`config.mk`:
```
export PLATFORM = sky130hd
export DESIGN_NAME = adapter_ctl_reg
export DESIGN_NICKNAME = d
export VERILOG_FILES = /design/src/rtl/acr_pkg.sv /design/src/rtl/acr_cfg_sense.sv /design/src/rtl/acr_ctl_fields.sv /design/src/rtl/acr_pdma.sv /design/src/rtl/adapter_ctl_reg.sv
export SDC_FILE = /design/constraint.sdc
export NUM_CORES = 1
export LEC_CHECK = 0
export ABC_AREA = 0
export BUFFER_PORTS_ARGS = -buffer_cell sky130_fd_sc_hd__buf_2
export CAP_MARGIN = 20
export CORE_UTILIZATION = 38
export CTS_CLUSTER_DIAMETER = 50
export CTS_CLUSTER_SIZE = 24
export DETAILED_ROUTE_END_ITERATION = 8
export GPL_ROUTABILITY_DRIVEN = 0
export PLACE_DENSITY = 0.82
export RECOVER_POWER = 25
export SLEW_MARGIN = 20
export SYNTH_ARGS = -nofsm -noshare
export SYNTH_HDL_FRONTEND = slang
export SYNTH_SLANG_ARGS = --single-unit
```
`constraint.sdc`:
```
create_clock -name clk -period 2.01 [get_ports clk]
set_clock_uncertainty 0.15 [all_clocks]
set_input_delay 0.1005 -clock clk [delete_from_list [all_inputs] [get_ports clk]]
set_output_delay 0.1005 -clock clk [all_outputs]
set_load 0.01 [all_outputs]
```
`src/rtl/acr_pkg.sv`:
```
package acr_pkg;
  localparam int REG_W  = 16;
  localparam int BYTE_W = 8;
  localparam int CFG_W  = 3;

  // low byte positions
  localparam int B_RSV3  = 3;
  localparam int B_SWACK = 4;
  localparam int B_RSV5  = 5;
  localparam int B_SWREQ = 6;
  localparam int B_PDMA  = 7;

  // high byte, indices relative to bit 8
  localparam int H_ARST = 0;
  localparam int H_HALT = 1;
  localparam int H_BOOT = 2;
  localparam int H_LOOP = 3;
  localparam int H_SINT = 4;
  localparam int H_PAR  = 5;
  localparam int H_SEL0 = 6;
  localparam int H_SEL1 = 7;

  localparam logic [BYTE_W-1:0] HI_RW_MASK   = 8'b0001_1001;
  localparam logic [BYTE_W-1:0] HI_PROT_MASK = 8'b1110_0110;

  typedef enum logic [1:0] {
    SPD_RSVD = 2'b00,
    SPD_4M   = 2'b01,
    SPD_16M  = 2'b10
  } speed_e;

  typedef enum logic [1:0] {
    PD_IDLE = 2'b00,
    PD_PEND = 2'b01,
    PD_BUSY = 2'b10
  } pdma_state_e;

  function automatic speed_e speed_of(input logic [CFG_W-1:0] p);
    if (!p[2])     return SPD_RSVD;
    else if (p[0]) return SPD_4M;
    else           return SPD_16M;
  endfunction

  function automatic pdma_state_e pdma_state_of(input logic en, input logic ack,
                                                input logic req);
    if (!en)      return PD_IDLE;
    else if (ack) return PD_BUSY;
    else if (req) return PD_PEND;
    else          return PD_IDLE;
  endfunction

  // replace the bits selected by mask with new data
  function automatic logic [BYTE_W-1:0] merge_bits(input logic [BYTE_W-1:0] old_v,
                                                   input logic [BYTE_W-1:0] new_v,
                                                   input logic [BYTE_W-1:0] mask);
    return (old_v & ~mask) | (new_v & mask);
  endfunction

  function automatic logic [BYTE_W-1:0] hi_reset_vec(input logic boot, input logic par);
    logic [BYTE_W-1:0] v;
    v = '0;
    v[H_HALT] = boot;
    v[H_BOOT] = boot;
    v[H_SINT] = 1'b1;
    v[H_PAR]  = par;
    v[H_SEL1] = 1'b1;
    return v;
  endfunction
endpackage

```
`src/rtl/acr_cfg_sense.sv`:
```
module acr_cfg_sense
  import acr_pkg::*;
#(
  parameter int PIN_W = CFG_W
) (
  input  logic [PIN_W-1:0] cfg_pin,
  output logic [PIN_W-1:0] cfg_bits,
  output logic [1:0]       speed_code
);
  speed_e spd;

  always_comb begin
    cfg_bits   = cfg_pin;
    spd        = speed_of(cfg_pin);
    speed_code = spd;
  end
endmodule

```
`src/rtl/acr_ctl_fields.sv`:
```
module acr_ctl_fields
  import acr_pkg::*;
#(
  parameter int FW = BYTE_W
) (
  input  logic          clk,
  input  logic          rst_n,
  input  logic          wr_hi,
  input  logic [FW-1:0] d_hi,
  input  logic          strap_boot,
  input  logic          strap_parity,
  output logic [FW-1:0] hi_q
);
  logic          prot_open;
  logic [FW-1:0] wr_mask;
  logic [FW-1:0] hi_next;

  // the protection check uses the reset-control value held before this write
  assign prot_open = hi_q[H_ARST];

  always_comb begin
    wr_mask = HI_RW_MASK | (prot_open ? HI_PROT_MASK : '0);
    hi_next = wr_hi ? merge_bits(hi_q, d_hi, wr_mask) : hi_q;
  end

  always_ff @(posedge clk) begin
    if (!rst_n) hi_q <= hi_reset_vec(strap_boot, strap_parity);
    else        hi_q <= hi_next;
  end

  // protected group stays put while reset-control was low
  a_r5_locked_when_closed: assert property (@(posedge clk) disable iff (!rst_n)
    $past(rst_n) && !$past(hi_q[H_ARST]) |-> ((hi_q & HI_PROT_MASK) == ($past(hi_q) & HI_PROT_MASK)));
endmodule

```
`src/rtl/acr_pdma.sv`:
```
module acr_pdma
  import acr_pkg::*;
#(
  parameter int FW = BYTE_W
) (
  input  logic          clk,
  input  logic          rst_n,
  input  logic          wr_lo,
  input  logic [FW-1:0] d_lo,
  input  logic          hold_req_in,
  input  logic          hw_hold_ack,
  output logic          pdma_en_q,
  output logic          sw_ack_q,
  output logic          sw_req_q,
  output logic          hold_ack_eff,
  output logic [1:0]    pdma_state
);
  logic        ack_write;
  logic        ack_accept;
  logic        req_fire;
  pdma_state_e st;

  assign ack_write  = wr_lo && pdma_en_q;
  assign ack_accept = ack_write && d_lo[B_SWACK];
  assign req_fire   = hold_req_in && pdma_en_q && !sw_ack_q;

  always_ff @(posedge clk) begin
    if (!rst_n) begin
      pdma_en_q <= 1'b0;
      sw_ack_q  <= 1'b0;
      sw_req_q  <= 1'b0;
    end else begin
      if (wr_lo && d_lo[B_PDMA]) pdma_en_q <= 1'b1;
      if (ack_write)             sw_ack_q  <= d_lo[B_SWACK];
      if (ack_accept)            sw_req_q  <= 1'b0;
      else if (req_fire)         sw_req_q  <= 1'b1;
    end
  end

  always_comb begin
    hold_ack_eff = pdma_en_q ? sw_ack_q : hw_hold_ack;
    st           = pdma_state_of(pdma_en_q, sw_ack_q, sw_req_q);
    pdma_state   = st;
  end

  // the enable never drops except through reset
  a_r7_set_only: assert property (@(posedge clk) disable iff (!rst_n)
    $fell(pdma_en_q) |-> !$past(rst_n));
  // acknowledge cannot be 1 without the enable
  a_r8_ack_gated: assert property (@(posedge clk) disable iff (!rst_n)
    !pdma_en_q |-> !sw_ack_q);
  // request flag is gone once acknowledge rises
  a_r9_req_drops_on_ack: assert property (@(posedge clk) disable iff (!rst_n)
    $rose(sw_ack_q) |-> !sw_req_q);
endmodule

```
`src/rtl/adapter_ctl_reg.sv`:
```
module adapter_ctl_reg
  import acr_pkg::*;
#(
  parameter int DW = REG_W,
  parameter int PW = CFG_W
) (
  input  logic          clk,
  input  logic          rst_n,
  input  logic          wr_en,
  input  logic [1:0]    wr_be,
  input  logic [DW-1:0] wr_data,
  output logic [DW-1:0] rd_data,
  input  logic [PW-1:0] cfg_pin,
  input  logic          strap_boot,
  input  logic          strap_parity,
  input  logic          hold_req_in,
  input  logic          hw_hold_ack,
  output logic [1:0]    speed_code,
  output logic          adapter_reset,
  output logic          cpu_halt,
  output logic          boot_sel,
  output logic          diag_loop,
  output logic          sys_int_en,
  output logic          parity_en,
  output logic [1:0]    sel_out,
  output logic          pdma_en,
  output logic          hold_ack_eff,
  output logic [1:0]    pdma_state
);
  localparam int HB = DW / 2;

  logic          wr_lo, wr_hi;
  logic [PW-1:0] cfg_bits;
  logic [HB-1:0] hi_q;
  logic          sw_ack_q, sw_req_q;

  assign wr_lo = wr_en && wr_be[0];
  assign wr_hi = wr_en && wr_be[1];

  acr_cfg_sense #(.PIN_W(PW)) u_cfg (
    .cfg_pin    (cfg_pin),
    .cfg_bits   (cfg_bits),
    .speed_code (speed_code)
  );

  acr_ctl_fields #(.FW(HB)) u_fields (
    .clk          (clk),
    .rst_n        (rst_n),
    .wr_hi        (wr_hi),
    .d_hi         (wr_data[DW-1:HB]),
    .strap_boot   (strap_boot),
    .strap_parity (strap_parity),
    .hi_q         (hi_q)
  );

  acr_pdma #(.FW(HB)) u_pdma (
    .clk          (clk),
    .rst_n        (rst_n),
    .wr_lo        (wr_lo),
    .d_lo         (wr_data[HB-1:0]),
    .hold_req_in  (hold_req_in),
    .hw_hold_ack  (hw_hold_ack),
    .pdma_en_q    (pdma_en),
    .sw_ack_q     (sw_ack_q),
    .sw_req_q     (sw_req_q),
    .hold_ack_eff (hold_ack_eff),
    .pdma_state   (pdma_state)
  );

  always_comb begin
    rd_data             = '0;
    rd_data[PW-1:0]     = cfg_bits;
    rd_data[B_SWACK]    = sw_ack_q;
    rd_data[B_SWREQ]    = sw_req_q;
    rd_data[B_PDMA]     = pdma_en;
    rd_data[DW-1:HB]    = hi_q;
  end

  assign adapter_reset = hi_q[H_ARST];
  assign cpu_halt      = hi_q[H_HALT];
  assign boot_sel      = hi_q[H_BOOT];
  assign diag_loop     = hi_q[H_LOOP];
  assign sys_int_en    = hi_q[H_SINT];
  assign parity_en     = hi_q[H_PAR];
  assign sel_out       = {hi_q[H_SEL1], hi_q[H_SEL0]};

  // the handshake never reports an undefined state
  a_r11_state_legal: assert property (@(posedge clk) disable iff (!rst_n)
    pdma_state != 2'b11);
endmodule

```
# After elaboration in Yosys (flattened, before gate mapping)

Cells that the tools add are included.

Bits in registers: 11
Word-level logic and storage cells: 29
Output and inout port bits: 30

Mux-type cells: 9
Eq/ne operators: 1
Reductions and logical operators: 9
Bitwise operators: 5

Operators by type and width:

| kind                 | number |
|---|---|
| $and A8 B8 Y8        | 2 |
| $mux W6              | 2 |
| $mux W2              | 4 |
| $mux W8              | 1 |
| $not A8 Y8           | 1 |
| $or A8 B8 Y8         | 1 |
| $logic_and A1 B1 Y1  | 7 |
| $mux W1              | 2 |
| $ne A2 B1 Y1 const B | 1 |
| $reduce_or A2 Y1     | 1 |
| $logic_not A1 Y1     | 1 |
| $not A1 Y1           | 1 |

# Depth between registers and ports, before layout

Depth after elaboration: 6
Depth in mapped cells: 4
Gate-level depth less buffers: 3

# Cells and area by module

Synthesis repeated with hierarchy kept, for this count alone.

Cells, all modules: 66
Area total of the unflattened synthesis: 663.1 um^2

By module, submodules not included:

| module          | sequential area each (um^2) | times used | area an instance (um^2) | cells each |
|---|---|---|---|---|
| acr_ctl_fields  | 190.2                       | 1          | 365.4                   | 32 |
| acr_pdma        | 60.1                        | 1          | 145.1                   | 13 |
| adapter_ctl_reg | 0.0                         | 1          | 113.9                   | 16 |
| acr_cfg_sense   | 0.0                         | 1          | 38.8                    | 5 |

# Worst setup path before layout

Ideal clock, no wire load.

Path kind: register to register
From: register u_fields.hi_q[0]
To: register u_fields.hi_q[1] (data pin)
Buffers on the path: 1
Clock period less this slack: 1,211 ps
Required time: 1,601 ps
Arrival: 802 ps
Setup slack: 799 ps
Cell stages (with the launch flop): 4
Path through: dfxtp_1 > buf_2 > mux2i_1 > o21ai_1

Word-level cells in the longest chain between the ends: 6
Elaborated cells between the ends (all ways): 7

Ends and longest elaborated chain:

| element                | RTL line             | RTL |
|---|---|---|
| from (decl)            | acr_ctl_fields.sv:12 | `output logic [FW-1:0] hi_q` |
| from (signal assigned) | acr_ctl_fields.sv:27 | `if (!rst_n) hi_q <= hi_reset_vec(strap_boot, strap_parity);` |
| from (signal assigned) | acr_ctl_fields.sv:28 | `else hi_q <= hi_next;` |
| $mux W8 (*)            | acr_ctl_fields.sv:22 | `wr_mask = HI_RW_MASK \| (prot_open ? HI_PROT_MASK : '0);` |
| $not A8 Y8             | acr_pkg.sv:56        | `return (old_v & ~mask) \| (new_v & mask);` |
| $and A8 B8 Y8          | acr_pkg.sv:56        |  |
| $or A8 B8 Y8 (*)       | acr_pkg.sv:56        |  |
| $mux W6 (*)            | acr_ctl_fields.sv:23 | `hi_next = wr_hi ? merge_bits(hi_q, d_hi, wr_mask) : hi_q;` |
| $mux W6 (*)            | acr_ctl_fields.sv:27 |  |

Every way passes the cells marked *; elsewhere a longest branch is shown, timed or not. The select of a mux whose other input is x is not followed.
A chain may end at the register's enable or synchronous reset.

# Final worst setup path

From: input wr_data[7]
To: register u_pdma.pdma_en_q

Word-level cells in the longest chain between the ends: 1

Ends and longest elaborated chain:

| element              | RTL line              | RTL |
|---|---|---|
| from (decl)          | adapter_ctl_reg.sv:11 | `input logic [DW-1:0] wr_data,` |
| $logic_and A1 B1 Y1  | acr_pdma.sv:33        | `if (wr_lo && d_lo[B_PDMA]) pdma_en_q <= 1'b1;` |
| to (signal assigned) | acr_pdma.sv:29        | `pdma_en_q <= 1'b0;` |
| to (signal assigned) | acr_pdma.sv:33        |  |
| to (decl)            | acr_pdma.sv:12        | `output logic pdma_en_q,` |

Every way passes these cells.

==> impl_results.md <==
- Outcome: complete, no violations
- Final WL: 1370 microns
- Setup_tns: 0 ps
- Max_cap viols: 0
- Die area: 1840 sq um
- Fraction of layout cells with a size suffix above 1: 43.0%
- Via count: 571
- DR iter-0 viols: 6
- PortBufs: 47
- Syn. warnings: 0
- Static leakage: 0.439 nW
- Crit path capture: u_pdma.pdma_en_q
- Crit. Startpoint: wr_data[7]
- Clk pin slew, worst setup/hold paths: 70 ps
- Total GRT Usage: 14.3%
- Clk buf depth: 2
- CTS tree: done
- Hpwl dp: 1060 microns
- I/O pins: 58
- Antenna violations before repair: 0
- Core Rows: 14
- Placed Cells: 110
- CTS Root Cell: clkbuf_4
- Die Wd: 42.9 microns
- Class of the worst hold path: in2reg
- Placed cell area: 761 sq um
- R2R Path Start: u_pdma.pdma_en_q
- FF+latch count, synth: 11
- Initial Utilization: 41.6%
- Post-CTS setup buffer count: 0
- Die Height: 42.9 microns
- Worst r2r path cells: 3
- Slew Limit Fails: 0
- Peak VDD IR: 0.286 mV
- Top post-synthesis cells by area: dfxtp_1, buf_4, edfxtp_1, mux2i_1, a22o_1
- DRT Pass-1 Iters: 2
- Pwr/cell area: 578 nW/um^2
- WS Path Type: in2reg
- Vias in the first global route: 483
- Most common cell after layout, fill and taps aside: buf_2
- Reg2reg end: u_pdma.pdma_en_q
- Area share of the largest cell type after synthesis: 25.2%
- Synth area leader: dfxtp_1
- Crit path time final: 1470 ps
- Finished Cell Area: 866 sq um
- Arr. time, crit path: 1480 ps
- Ant diodes: 0
- WL/cell: 11.1 microns
- Most frequent cells in the layout: buf_2, clkbuf_1, dlygate4sd3_1
- Final Power: 0.501 mW
- Largest stage delay on the critical path: 560 ps
- Largest net degree at the start of global routing: 10
- Worst R2R Setup Slack: 630 ps
- Worst-path cell chain: dlygate4sd3_1 > buf_2 > a31oi_1 > dlygate4sd3_1 > nor2_1
- Setup-failing EPs final: 0
- Most used cell, CP: dlygate4sd3_1
- Worst EP required: 2010 ps
- CP startpoint kind: input pin
- Vias/cell: 4.64
- FMAX: 0.679 GHz
- Final hold vios: 0
- DRC viols: 0
- Layout area overhead: 36.5%
- Worst path slowest cell: dlygate4sd3_1
- CTS Buf Count: 3
- RSZ-0062 raised after global routing: no
- CORE AREA: 1520 sq um
- First-pass GRT wire length: 1950 microns
- Clock sinks: 11
- CP endpoint kind: flop
- CP Max Fanout: 1
- Post-synth ARST share: 0%
- # nets final: 136
- Worst-Skew Late Latency: 260 ps
- Sequential area share after synthesis: 39.4%
- Tcrit/Tclk final: 73.3%
- Post-Synthesis Cells: 64
- Ys flop type: dfxtp_1
- Synth cell types: 30
- Post-Syn Area: 634 sq um
- Finished Layout Cells: 123
- Core Util, Final: 56.8%
- Antenna viol nets, final: 0
- Global route total overflow: 0
- Number of flops mapped to enable cells by yosys: 3
- Post-Syn Area per Cell: 9.91 sq um
- H-tree levels: 1
[timing repair]
action | 4_1_cts | 5_1_grt
hold endpoints to repair | 7 | 1
resized for setup | 0 | 0
hold buffers | 8 | 1
[critical path, delay by kind of cell]
family	cells	cell delay (ps)
buffers and inverters	3	1190
AO/OA/AOI/OAI	1	140
AND/OR/NAND/NOR	1	40
[cell families (layout without fill, tap and decap cells)]
family	after synthesis	after routing	synth area share (%)
mux	5	5	8.09
flops	11	11	39.4
simple gates	16	16	16.0
compound gates	11	11	13.8
other cells	1	2	0.591
buf+inv	20	62	22.1
[cells in the mapped netlist, drive strengths merged (2+ instances only)]
master,number
o21ai,2
a22o,2
nand3,2
and2,2
and3b,2
nand2,3
and3,2
edfxtp,3
dfxtp,8
inv,2
buf,18
mux2i,4
[report_power, final]
part	switching, mW	internal, mW	total [mW]
registers	0.0103	0.240	0.250
logic	0.0494	0.0556	0.105
clock network	0.0690	0.0766	0.146
total	0.129	0.372	0.501
[worst min path at each step]
stage	start	to	slack, ps	cells past startpoint
2_1_floorplan	wr_data[8]	u_fields.hi_q[0]	80	1
3_3_place_gp	cfg_pin[1]	rd_data[1]	50	0
3_5_place_dp	cfg_pin[1]	rd_data[1]	50	0
4_1_cts	rst_n	u_pdma.sw_req_q	2	2
5_1_grt	strap_boot	u_fields.hi_q[2]	10	3
6_report	strap_boot	u_fields.hi_q[2]	5	3
[stage by stage]
stage | hold WS, ps | setup WS (ps)
after global placement | 51.1 | 813
after floorplan | 83.1 | 799
after detailed placement | 51.1 | 769
after global routing | 12.3 | 491
after CTS | 1.92 | 548
final | 5.26 | 536
[metal layers]
metal	GRT usage [%]	up-vias	share of wire [%]
met5	0	-	0
met4	7.50	0	1.0
met3	2.55	2	5.6
met2	27.0	25	53
met1	14.5	249	41
li1	-	295	-
[cell type report]
cell class | instances | area, sq um
well taps | 16 | 20.0
clock buffers | 4 | 26.3
fillers | 144 | 658
repair buffers | 56 | 314
multi-input cells | 34 | 248
inverters | 2 | 7.51
flip-flops and latches | 11 | 250
(Power assumes the default switching activity.)
